$ cat src/rtl/simd_sat_pkg.sv
package simd_sat_pkg;
    localparam int INSTR_W     = 32;
    localparam int REG_IDX_W   = 5;
    localparam int PRIM_W      = 6;
    localparam int XOP_W       = 11;
    localparam logic [PRIM_W-1:0] PRIM_OP = 6'd4;
    localparam logic [XOP_W-1:0]  EXT_OP  = 11'd768;
    localparam int SAT_FLAG_BIT = 0;

    typedef enum logic [0:0] {
        ST_IDLE = 1'b0,
        ST_EMIT = 1'b1
    } unit_state_t;
endpackage

$ cat src/rtl/vx_decode.sv
module vx_decode
    import simd_sat_pkg::*;
(
    input  logic                 valid,
    input  logic [INSTR_W-1:0]   word,
    output logic                 hit,
    output logic [REG_IDX_W-1:0] dst
);
    localparam int PRIM_LSB = INSTR_W - PRIM_W;
    localparam int DST_LSB  = PRIM_LSB - REG_IDX_W;

    logic unused_src_fields;

    always_comb begin
        hit = valid
            && (word[INSTR_W-1:PRIM_LSB] == PRIM_OP)
            && (word[XOP_W-1:0] == EXT_OP);
        dst = word[DST_LSB +: REG_IDX_W];
    end

    assign unused_src_fields = ^word[DST_LSB-1:XOP_W];
endmodule

$ cat src/rtl/sat_lane_add.sv
module sat_lane_add #(
    parameter int W = 8
) (
    input  logic [W-1:0] a,
    input  logic [W-1:0] b,
    output logic [W-1:0] y,
    output logic         clamped
);
    localparam logic [W-1:0] POS_LIM = {1'b0, {(W-1){1'b1}}};
    localparam logic [W-1:0] NEG_LIM = {1'b1, {(W-1){1'b0}}};

    logic [W-1:0] raw;

    always_comb begin
        raw     = a + b;
        clamped = (a[W-1] == b[W-1]) && (raw[W-1] != a[W-1]);
        if (clamped)
            y = a[W-1] ? NEG_LIM : POS_LIM;
        else
            y = raw;
    end
endmodule

$ cat src/rtl/vstat_reg.sv
module vstat_reg #(
    parameter int STAT_W   = 32,
    parameter int FLAG_BIT = 0
) (
    input  logic              clk,
    input  logic              rst_n,
    input  logic              sw_we,
    input  logic [STAT_W-1:0] sw_data,
    input  logic              sat_set,
    output logic [STAT_W-1:0] q
);
    always_ff @(posedge clk or negedge rst_n) begin
        if (!rst_n)
            q <= '0;
        else if (sw_we)
            q <= sw_data;
        else if (sat_set)
            q[FLAG_BIT] <= 1'b1;
    end
endmodule

$ cat src/rtl/simd_sat_add_unit.sv
module simd_sat_add_unit
    import simd_sat_pkg::*;
#(
    parameter int VEC_W  = 128,
    parameter int LANE_W = 8,
    parameter int STAT_W = 32
) (
    input  logic                 clk,
    input  logic                 rst_n,
    input  logic                 instr_valid,
    input  logic [INSTR_W-1:0]   instr_word,
    input  logic [VEC_W-1:0]     opnd_a,
    input  logic [VEC_W-1:0]     opnd_b,
    input  logic                 stat_wr_en,
    input  logic [STAT_W-1:0]    stat_wr_data,
    output logic [VEC_W-1:0]     res_data,
    output logic                 res_we,
    output logic [REG_IDX_W-1:0] res_dst,
    output logic [STAT_W-1:0]    stat_q
);
    localparam int N_LANES = VEC_W / LANE_W;

    unit_state_t          state_q, state_d;
    logic                 hit;
    logic [REG_IDX_W-1:0] dec_dst;
    logic [VEC_W-1:0]     sum_vec;
    logic [N_LANES-1:0]   lane_clamp;
    logic [VEC_W-1:0]     res_q;
    logic [REG_IDX_W-1:0] dst_q;

    vx_decode u_dec (
        .valid (instr_valid),
        .word  (instr_word),
        .hit   (hit),
        .dst   (dec_dst)
    );

    for (genvar i = 0; i < N_LANES; i++) begin : g_lane
        localparam int HI = VEC_W - 1 - i * LANE_W;
        sat_lane_add #(.W(LANE_W)) u_lane (
            .a       (opnd_a[HI -: LANE_W]),
            .b       (opnd_b[HI -: LANE_W]),
            .y       (sum_vec[HI -: LANE_W]),
            .clamped (lane_clamp[i])
        );
    end

    vstat_reg #(.STAT_W(STAT_W), .FLAG_BIT(SAT_FLAG_BIT)) u_stat (
        .clk     (clk),
        .rst_n   (rst_n),
        .sw_we   (stat_wr_en),
        .sw_data (stat_wr_data),
        .sat_set (hit && (|lane_clamp)),
        .q       (stat_q)
    );

    always_comb begin
        state_d = state_q;
        unique case (state_q)
            ST_IDLE: if (hit)  state_d = ST_EMIT;
            ST_EMIT: if (!hit) state_d = ST_IDLE;
            default:           state_d = ST_IDLE;
        endcase
    end

    always_ff @(posedge clk or negedge rst_n) begin
        if (!rst_n)
            state_q <= ST_IDLE;
        else
            state_q <= state_d;
    end

    always_ff @(posedge clk or negedge rst_n) begin
        if (!rst_n) begin
            res_q <= '0;
            dst_q <= '0;
        end else if (hit) begin
            res_q <= sum_vec;
            dst_q <= dec_dst;
        end
    end

    always_comb begin
        res_data = res_q;
        res_dst  = dst_q;
        unique case (state_q)
            ST_IDLE: res_we = 1'b0;
            ST_EMIT: res_we = 1'b1;
            default: res_we = 1'b0;
        endcase
    end
endmodule

$ cat config.mk
export PLATFORM = sky130hd
export DESIGN_NAME = simd_sat_add_unit
export DESIGN_NICKNAME = d
export VERILOG_FILES = /design/src/rtl/simd_sat_pkg.sv /design/src/rtl/vx_decode.sv /design/src/rtl/sat_lane_add.sv /design/src/rtl/vstat_reg.sv /design/src/rtl/simd_sat_add_unit.sv
export SDC_FILE = /design/constraint.sdc
export NUM_CORES = 1
export LEC_CHECK = 0
export ABC_AREA = 1
export BUFFER_PORTS_ARGS = -buffer_cell sky130_fd_sc_hd__buf_2
export CAP_MARGIN = 20
export CORE_MARGIN = 10
export CORE_UTILIZATION = 40
export CTS_CLUSTER_DIAMETER = 50
export DETAILED_ROUTE_END_ITERATION = 10
export HOLD_SLACK_MARGIN = 0.12
export PLACE_DENSITY = 0.69
export SETUP_SLACK_MARGIN = 0.2
export SYNTH_ARGS = -nofsm -noshare
export SYNTH_HDL_FRONTEND = slang
export SYNTH_SLANG_ARGS = --single-unit
$ cat constraint.sdc
create_clock -name clk -period 0.8 [get_ports clk]
set_input_delay 0.08 -clock clk [delete_from_list [all_inputs] [get_ports clk]]
set_output_delay 0.08 -clock clk [all_outputs]
set_load 0.05 [all_outputs]
==> metrics list, run 1 <==
- Outcome: finished with violations
- Violated checks: hold timing, setup timing
* Count of H-tree levels built during CTS: 4
* Highest attainable clock frequency: 692 MHz
- Each instance of the synthesized netlist takes up on average 7.70 um2.
- Of the post-synthesis cell area, the dominant cell type holds 0.358.
- Final cell area excluding filler cells: 23,600 um2
- Of the total power, the share spent switching nets is 0.357.
* Number of vias per cell after detailed routing: 5.39
* Layout-stage area growth over the synthesis result: 104%
* # hold bufs at CTS: 36
- Library cells used by synthesis: 37
- Syn. warnings: 0
* WL/cell: 22.2 um
* Total cell area at the placement stage: 17,800 um2
- The floorplan step defined a die boundary enclosing 36,200 um2.
- On the final layout, the worst hold slack is -516 ps.
- Setup repair after global routing could not meet its margin everywhere.
* Worst supply voltage drop on vdd: 1.40 mV
* Clock tree from TritonCTS: yes
- Startpoint Class: input port
* Skew-Pair Late Insertion Delay: 430 ps
- Proportion of layout cells with a drive suffix above 1: 0.669
- Max-cap violations in this run came to 0.
* Fin. Hold Viols: 167
- Headroom to the max-slew limit came out at 0.734.
* Post-route DRC: 0
- After technology mapping, the gate count stands at 1,505.
* Final max-slew violation count: 0
- STA classifies the critical path endpoint as a register.
- Sorting the synthesized cells by area gives the leading types as dfrtp_1 (36%), nand2_1 (13%), ha_1 (12%), a21oi_1 (7.4%), nor2_1 (6.3%).
- Proportion of register bits with asynchronous set or reset after synthesis: 1.00
* Ratio of final minimum period to clock period: 1.81
- The floorplan step defined a core boundary enclosing 28,600 um2.
- Number of iterations in the first detailed-routing pass: 7
- Summed over all nets, the switching power comes to 0.0102 W.
- Seq cells post-synth: 166
* Setup slack after layout: -646 ps
* Signal arrival time at the worst endpoint: 1750 ps
- Terminus of the critical flop-to-flop path: res_data[60]$_DFFE_PN0P_
* Seq pwr share: 0.306
- Required time of the critical path: 1100 ps
- Pin placement for this block handled 490 I/O pins.
* Top_reg_cell synth: dfrtp_1
- Static leakage: 11.5 nW
- The via count of the first global-routing pass came to 15.6k.
- The share of total power dissipated in combinational logic is 0.393.
- Proportion of power drawn by the clock network: 0.301
- For flop-to-flop paths, the worst setup slack is -160 ps.
- Entering global routing, the biggest net connects 47 pins.
- Startpoint of the most critical register-to-register path: res_data[60]$_DFFE_PN0P_
- Wires add up to 62,700 um.
- Number of nets in the synthesized netlist: 1,957
* Worst setup path category: input port to register
* Pwr Density: 1200 nW/um2
- Transition time at the pin with the least slew margin: 398 ps
- The die is 190 um tall.
- The synthesized design contains 0 enable-type register cells.
- Counting the buffers created by CTS gives 17.
- Net count of the finished layout: 2,873
- Summed over all layers, the global routing overflow is 0.
* CTS Sinks: 166
* Drt first-iter violations: 1,069
* Type of the worst min-delay path: input port to asynchronous set/reset pin
- Via count: 15.2k
- Final weighted congestion of routability-driven global placement: 0.943
- The initial antenna violation count came to 10.
- Final min period: 1450 ps
* Worst setup startpoint: opnd_b[36]
* Number of failing setup endpoints in the final timing report: 302
- Internal power comes to 0.0183 W.
- Buffer type at the clock tree root: clkbuf_16
- The largest total area in the synthesized netlist belongs to dfrtp_1.
* Crit path max fanout: 2
- The count of buffers added on input and output ports is 479.
- For this configuration, the core starts out at a cell density of 0.405.
* Post-synthesis sequential area ratio: 0.358
- From left edge to right edge, the die measures 190 um.
- Global-route wire length before repair: 83,600 um
* Largest clock skew in the final design: 0 ps
- Combined area of all synthesized cells: 11,600 um2
* Clock Pin Slew Worst Setup and Hold Paths: 80 ps
* Post-place setup slack: -1170 ps
- Total track usage: 0.290
- Antenna-violating nets left: 0
- Once detailed placement completed, the half-perimeter wirelength came to 38,800 um.
* Max Root-Sink Buffers: 2
- Setup crit end: u_stat.q[0]$_DFFE_PN0P_
- The floorplan has 62 rows.
- The number of cells on the worst reg-to-reg path is 4.
-- what timing repair did --
action / CTS / global route
gates cloned: 10 / 3
setup buffers: 70 / 59
gates resized for setup: 699 / 271
pin swaps: 145 / 142
endpoints found under the setup margin: 328 / 332
hold endpoints to repair: 227 / 210
-- synthesized netlist by cell type (8+ instances only) --
library cell and instances:
a21oi_1 171, a21oi_2 11, a21oi_4 8, buf_6 10, dfrtp_1 166, fa_1 16, ha_1 112, inv_1 158
nand2_1 402, nand3_1 47, nand3b_1 8, nor2_1 195, o211ai_1 14, o21a_1 21, o21ai_0 39, or2_2 26
xnor2_1 17, xor2_1 30
-- critical path: stages --
cell	delay, ps
buf_6	100
ha_4	230
a21oi_2	160
nor2_1	70
nor2_1	220
nand2_1	160
nand2_1	110
nand2_2	80
nor2_4	130
nand2_4	80
nor2_4	120
nand3_2	70
nand2_2	80
a21oi_2	50
-- power by group through the flow --
stage | clock (W) | combinational [W] | sequential, W
detailed placement | 0 | 0.00835 | 0.00880
global placement | 0 | 0.00817 | 0.00879
CTS | 0.00854 | 0.00975 | 0.00867
global route | 0.00898 | 0.0120 | 0.00871
finish | 0.00857 | 0.0112 | 0.00871
floorplan | 0 | 0.00397 | 0.00932
-- registers in the layout, summed over array words and instances (netlist names) --
register	count
u_stat.q	32
res_data	128
res_dst	5
state_q	1
-- logic make-up (layout without fill, tap and decap cells) --
group / Yosys count / after routing / synth area share
other: 0 / 8 / 0
xor gates and xnor gates: 47 / 47 / 0.0355
DFF: 166 / 166 / 0.358
adders and majority gates: 128 / 128 / 0.149
and+or+nand+nor: 695 / 695 / 0.244
AOI/OAI and AO/OA: 285 / 285 / 0.146
buffers and inverters: 184 / 1113 / 0.0675
-- area by class of cell --
cell class | instances | area (um2)
sequential | 166 | 4360
fill | 1475 | 5000
timing repair buffer | 920 | 8060
multi-input combinational | 1155 | 9400
antenna | 8 | 20.0
inverter | 160 | 684
clock inverter | 15 | 160
timing repair inverter | 1 | 30.0
tap | 384 | 480
clock buffer | 17 | 425
-- per-stage QoR --
step | power (W) | TNS (ps) | hold WS, ps | instances | utilization
floorplan | 0.0133 | -63420 | -216 | 1505 | -
global placement | 0.0170 | -103430 | -56.8 | 2608 | 0.621
detailed placement | 0.0171 | -109950 | -59.2 | 2608 | 0.621
CTS | 0.0270 | -90130 | -526 | 2756 | 0.769
global route | 0.0297 | -111850 | -531 | 2823 | 0.825
finish | 0.0285 | -103290 | -516 | 2826 | 0.825
-- layout by cell type (no fill, tap or decap), types with 9 or more instances in the layout --
master,instances
nor2_4,30
ha_4,86
o21ai_1,9
nand2_4,15
dfrtp_2,165
a21oi_1,34
a21oi_4,17
a21oi_2,139
nor2_1,146
xnor2_1,17
buf_8,23
o21ai_2,20
buf_4,312
or2_4,9
inv_2,26
nand2_2,94
nor2_2,19
buf_12,27
o211ai_1,14
fa_2,16
xor2_1,30
buf_6,252
o21a_1,21
buf_16,10
ha_1,25
nand2_1,292
inv_1,118
or2_2,18
clkbuf_16,20
nand3_1,30
nand3_2,15
dlygate4sd3_1,36
buf_2,257
-- how the worst min path moves through the flow --
| stage | cells after the start | end | startpoint |
|---|---|---|---|
| 2_1_floorplan | 0 | res_data[0]$_DFFE_PN0P_ | rst_n |
| 3_3_place_gp | 1 | u_stat.q[4]$_DFFE_PN0P_ | rst_n |
| 3_5_place_dp | 1 | u_stat.q[4]$_DFFE_PN0P_ | rst_n |
| 4_1_cts | 1 | u_stat.q[4]$_DFFE_PN0P_ | rst_n |
| 5_1_grt | 1 | u_stat.q[4]$_DFFE_PN0P_ | rst_n |
| 6_report | 1 | u_stat.q[5]$_DFFE_PN0P_ | rst_n |
-- per-layer routing --
| layer | vias to the layer above | wire length [um] | global-route usage |
|---|---|---|---|
| li1 | 6753 | - | - |
| met4 | 6 | 3970 | 0.139 |
| met1 | 7302 | 21600 | 0.303 |
| met3 | 287 | 5050 | 0.0757 |
| met2 | 888 | 32100 | 0.529 |
| met5 | - | 28 | 0 |
No activity file was read; power rests on OpenSTA's default activity.
==> run 2: changes to the inputs <==
--- a/config.mk
+++ b/config.mk
@@ -8,6 +8,7 @@
 export ABC_AREA = 1
 export BUFFER_PORTS_ARGS = -buffer_cell sky130_fd_sc_hd__buf_2
 export CAP_MARGIN = 20
+export CORE_ASPECT_RATIO = 0.7
 export CORE_MARGIN = 10
 export CORE_UTILIZATION = 40
 export CTS_CLUSTER_DIAMETER = 50
==> metrics list, run 2 (synthesis gave the netlist of run 1 again) <==
- Post-place setup slack: -1240 ps
* Count of H-tree levels built during CTS: 4
- Across all register-to-register paths, the minimum setup slack is -220 ps.
- Of the total power, combinational logic draws 0.390.
* CTS Sinks: 166
* Outcome: finished with violations
- Required time of the critical path: 1150 ps
- Proportion of layout cells with a drive suffix above 1: 0.653
- Fin. Hold Viols: 1
* Worst supply voltage drop on vdd: 1.29 mV
- Switching power as a share of total power: 0.343
- The longest clock path from root to sink contains 2 buffers.
* Global-route wire length before repair: 81,200 um
* Final min period: 1490 ps
* FF-to-FF path depth: 3
* Worst setup EP type: register
- For this block, the via count after detailed routing is 14.9k.
- Hold Crit Depth: 3
* Flip-flop count of the largest register after layout: 128
* Net count of the finished layout: 2,847
* Number of iterations in the first detailed-routing pass: 6
* Highest attainable clock frequency: 672 MHz
* Effective utilization at floorplan: 0.403
* Number of cell rows: 52
* NetSw: 0.00966 W
- Unrepaired setup endpoints after global routing: yes
- Ratio of final minimum period to clock period: 1.86
* Antenna violations before repair: 17
- Number of failing setup endpoints in the final timing report: 302
* Static leakage: 11.2 nW
* Final weighted congestion of routability-driven global placement: 0.928
- Max-cap violations in this run came to 0.
- Clock-pin slew was measured on the worst setup and hold paths at 70 ps.
- I/O Buffers: 479
- In this run, the number of DRC markers left after iteration 0 of detailed routing was 1,293.
* Most common library cell in the layout ignoring fill and taps: buf_4
* Signal arrival time at the worst endpoint: 1840 ps
* Commonest cells after routing, fill and taps aside: buf_4 (304), nand2_1 (295), buf_2 (273)
* Setup slack after layout: -687 ps
- The number of max-slew violations in the final report is 0.
- Worst max-slew margin expressed relative to the limit: 0.734
* Largest clock skew in the final design: 0 ps
* Number of CTS-inserted buffers: 17
* Final worst hold slack: -18.9 ps
- The die covers 36,300 um2.
- Overflow left after global routing: 0
- Terminus of the critical flop-to-flop path: res_data[72]$_DFFE_PN0P_
- The internal portion of the total power is 0.0185 W.
- The floorplan step set the die height to 162 um.
- Skew-Pair Late Insertion Delay: 440 ps
- For the pin with the worst max-slew slack, the measured transition is 397 ps.
* Type of the worst min-delay path: input port to register
- Hold repair after CTS inserted 37 buffers.
- Proportion of power drawn by the clock network: 0.301
- End point of the most critical hold path: u_stat.q[0]$_DFFE_PN0P_
- Crit path max fanout: 2
- The via count of the first global-routing pass is 15.0k.
- Seq pwr share: 0.309
- Detailed placer's ending HPWL: 38,700 um
- Total power after layout: 0.0282 W
- Startpoint of the most critical register-to-register path: res_data[72]$_DFFE_PN0P_
* Total track usage: 0.281
- The routed design has 60,400 um of wire.
- Core outline area: 28,800 um2
- In this run the count of I/O pins placed on the die edge is 490.
- For this design the ratio of total power to cell area is 1220 nW/um2.
- From left edge to right edge, the die measures 223 um.
* Post-route DRC: 0
- Once detail routing completed, the nets flagged for antenna violations numbered 0.
- Clock tree synthesis selected as its root buffer the cell clkbuf_16.
- TritonCTS built the clock tree.
- Startpoint of the worst hold path: stat_wr_data[0]
* Layout-stage area growth over the synthesis result: 99.5%
* Worst setup path category: input port to register
- Dividing the detail-routed wire length by the instance count gives 21.6 um.
- Maximum number of pins on one net before global-route repair: 32
- The checks that failed: hold timing, setup timing.
* Number of vias per cell after detailed routing: 5.32
* Startpoint Class: input port
==> run 2: cell types whose count changed in the layout (fill, tap and decap cells not counted), sizes merged <==
cell | previous run | this run
diode | 8 | 14
clkinvlp | 3 | 4
buf | 881 | 854
clkbuf | 20 | 23
clkinv | 4 | 5
dlygate4sd3 | 36 | 37
inv | 168 | 161
bufbuf | 0 | 2
==> run 2: layout make-up <==
| type | instances | area, um2 |
|---|---|---|
| antenna | 14 | 35.0 |
| timing repair inverter | 2 | 27.5 |
| sequential | 166 | 4360 |
| inverter | 160 | 697 |
| clock buffer | 23 | 498 |
| multi-input combinational | 1155 | 9250 |
| timing repair buffer | 893 | 7700 |
| fill | 1655 | 5630 |
| tap | 378 | 473 |
| clock inverter | 9 | 90.1 |
==> run 2: critical path, cell delays in order <==
cell and delay, ps:
buf_2 110, ha_1 290, nand3_1 170, nand2_1 200, buf_4 150, nand3_1 60
nand2_1 110, xor2_1 340, nand2_1 120, a21oi_1 210
==> run 2: through the flow <==
stage / area [um2] / hold WS (ps) / utilization / cells / setup TNS, ps
2_1_floorplan: 13000 / -216 / - / 1505 / -63420
3_3_place_gp: 17800 / 8.74 / 0.621 / 2610 / -115210
3_5_place_dp: 17800 / 9.02 / 0.621 / 2610 / -118840
4_1_cts: 21500 / -51.3 / 0.749 / 2740 / -102630
5_1_grt: 23100 / -14.7 / 0.804 / 2798 / -114900
6_report: 23100 / -18.9 / 0.804 / 2800 / -104420
==> run 2: worst max path at each step <==
stage / depth (start not counted) / to / from / slack [ps]
final: 10 / res_data[69]$_DFFE_PN0P_ / opnd_a[65] / -690
after floorplan: 13 / res_data[6]$_DFFE_PN0P_ / opnd_a[0] / -700
after detailed placement: 14 / u_stat.q[0]$_DFFE_PN0P_ / opnd_a[58] / -1240
after CTS: 11 / res_data[22]$_DFFE_PN0P_ / opnd_b[16] / -440
after global placement: 14 / u_stat.q[0]$_DFFE_PN0P_ / opnd_a[58] / -1200
after global routing: 10 / res_data[69]$_DFFE_PN0P_ / opnd_b[65] / -760
==> run 2: what timing repair did <==
action,4_1_cts,5_1_grt
resized for setup,582,286
setup endpoints to repair,324,335
endpoints found under the hold margin,233,31
pin swaps,92,190
cloned,12,0
setup buffers,49,46
==> run 2: power by group through the flow <==
stage,Clock [W],Sequential [W],Combinational (W)
floorplan,0,0.00932,0.00397
global placement,0,0.00878,0.00817
detailed placement,0,0.00879,0.00835
CTS,0.00854,0.00867,0.00936
global route,0.00888,0.00870,0.0118
finish,0.00848,0.00869,0.0110
==> run 2: per-layer routing <==
metal / vias to the layer above / routed length [um] / GRT usage / part of all wire
li1: 6698 / - / - / -
met1: 7128 / 21900 / 0.329 / 0.36
met2: 796 / 29800 / 0.473 / 0.49
met3: 253 / 5030 / 0.0764 / 0.083
met4: 10 / 3590 / 0.134 / 0.060
met5: - / 48 / 0 / 0.00080
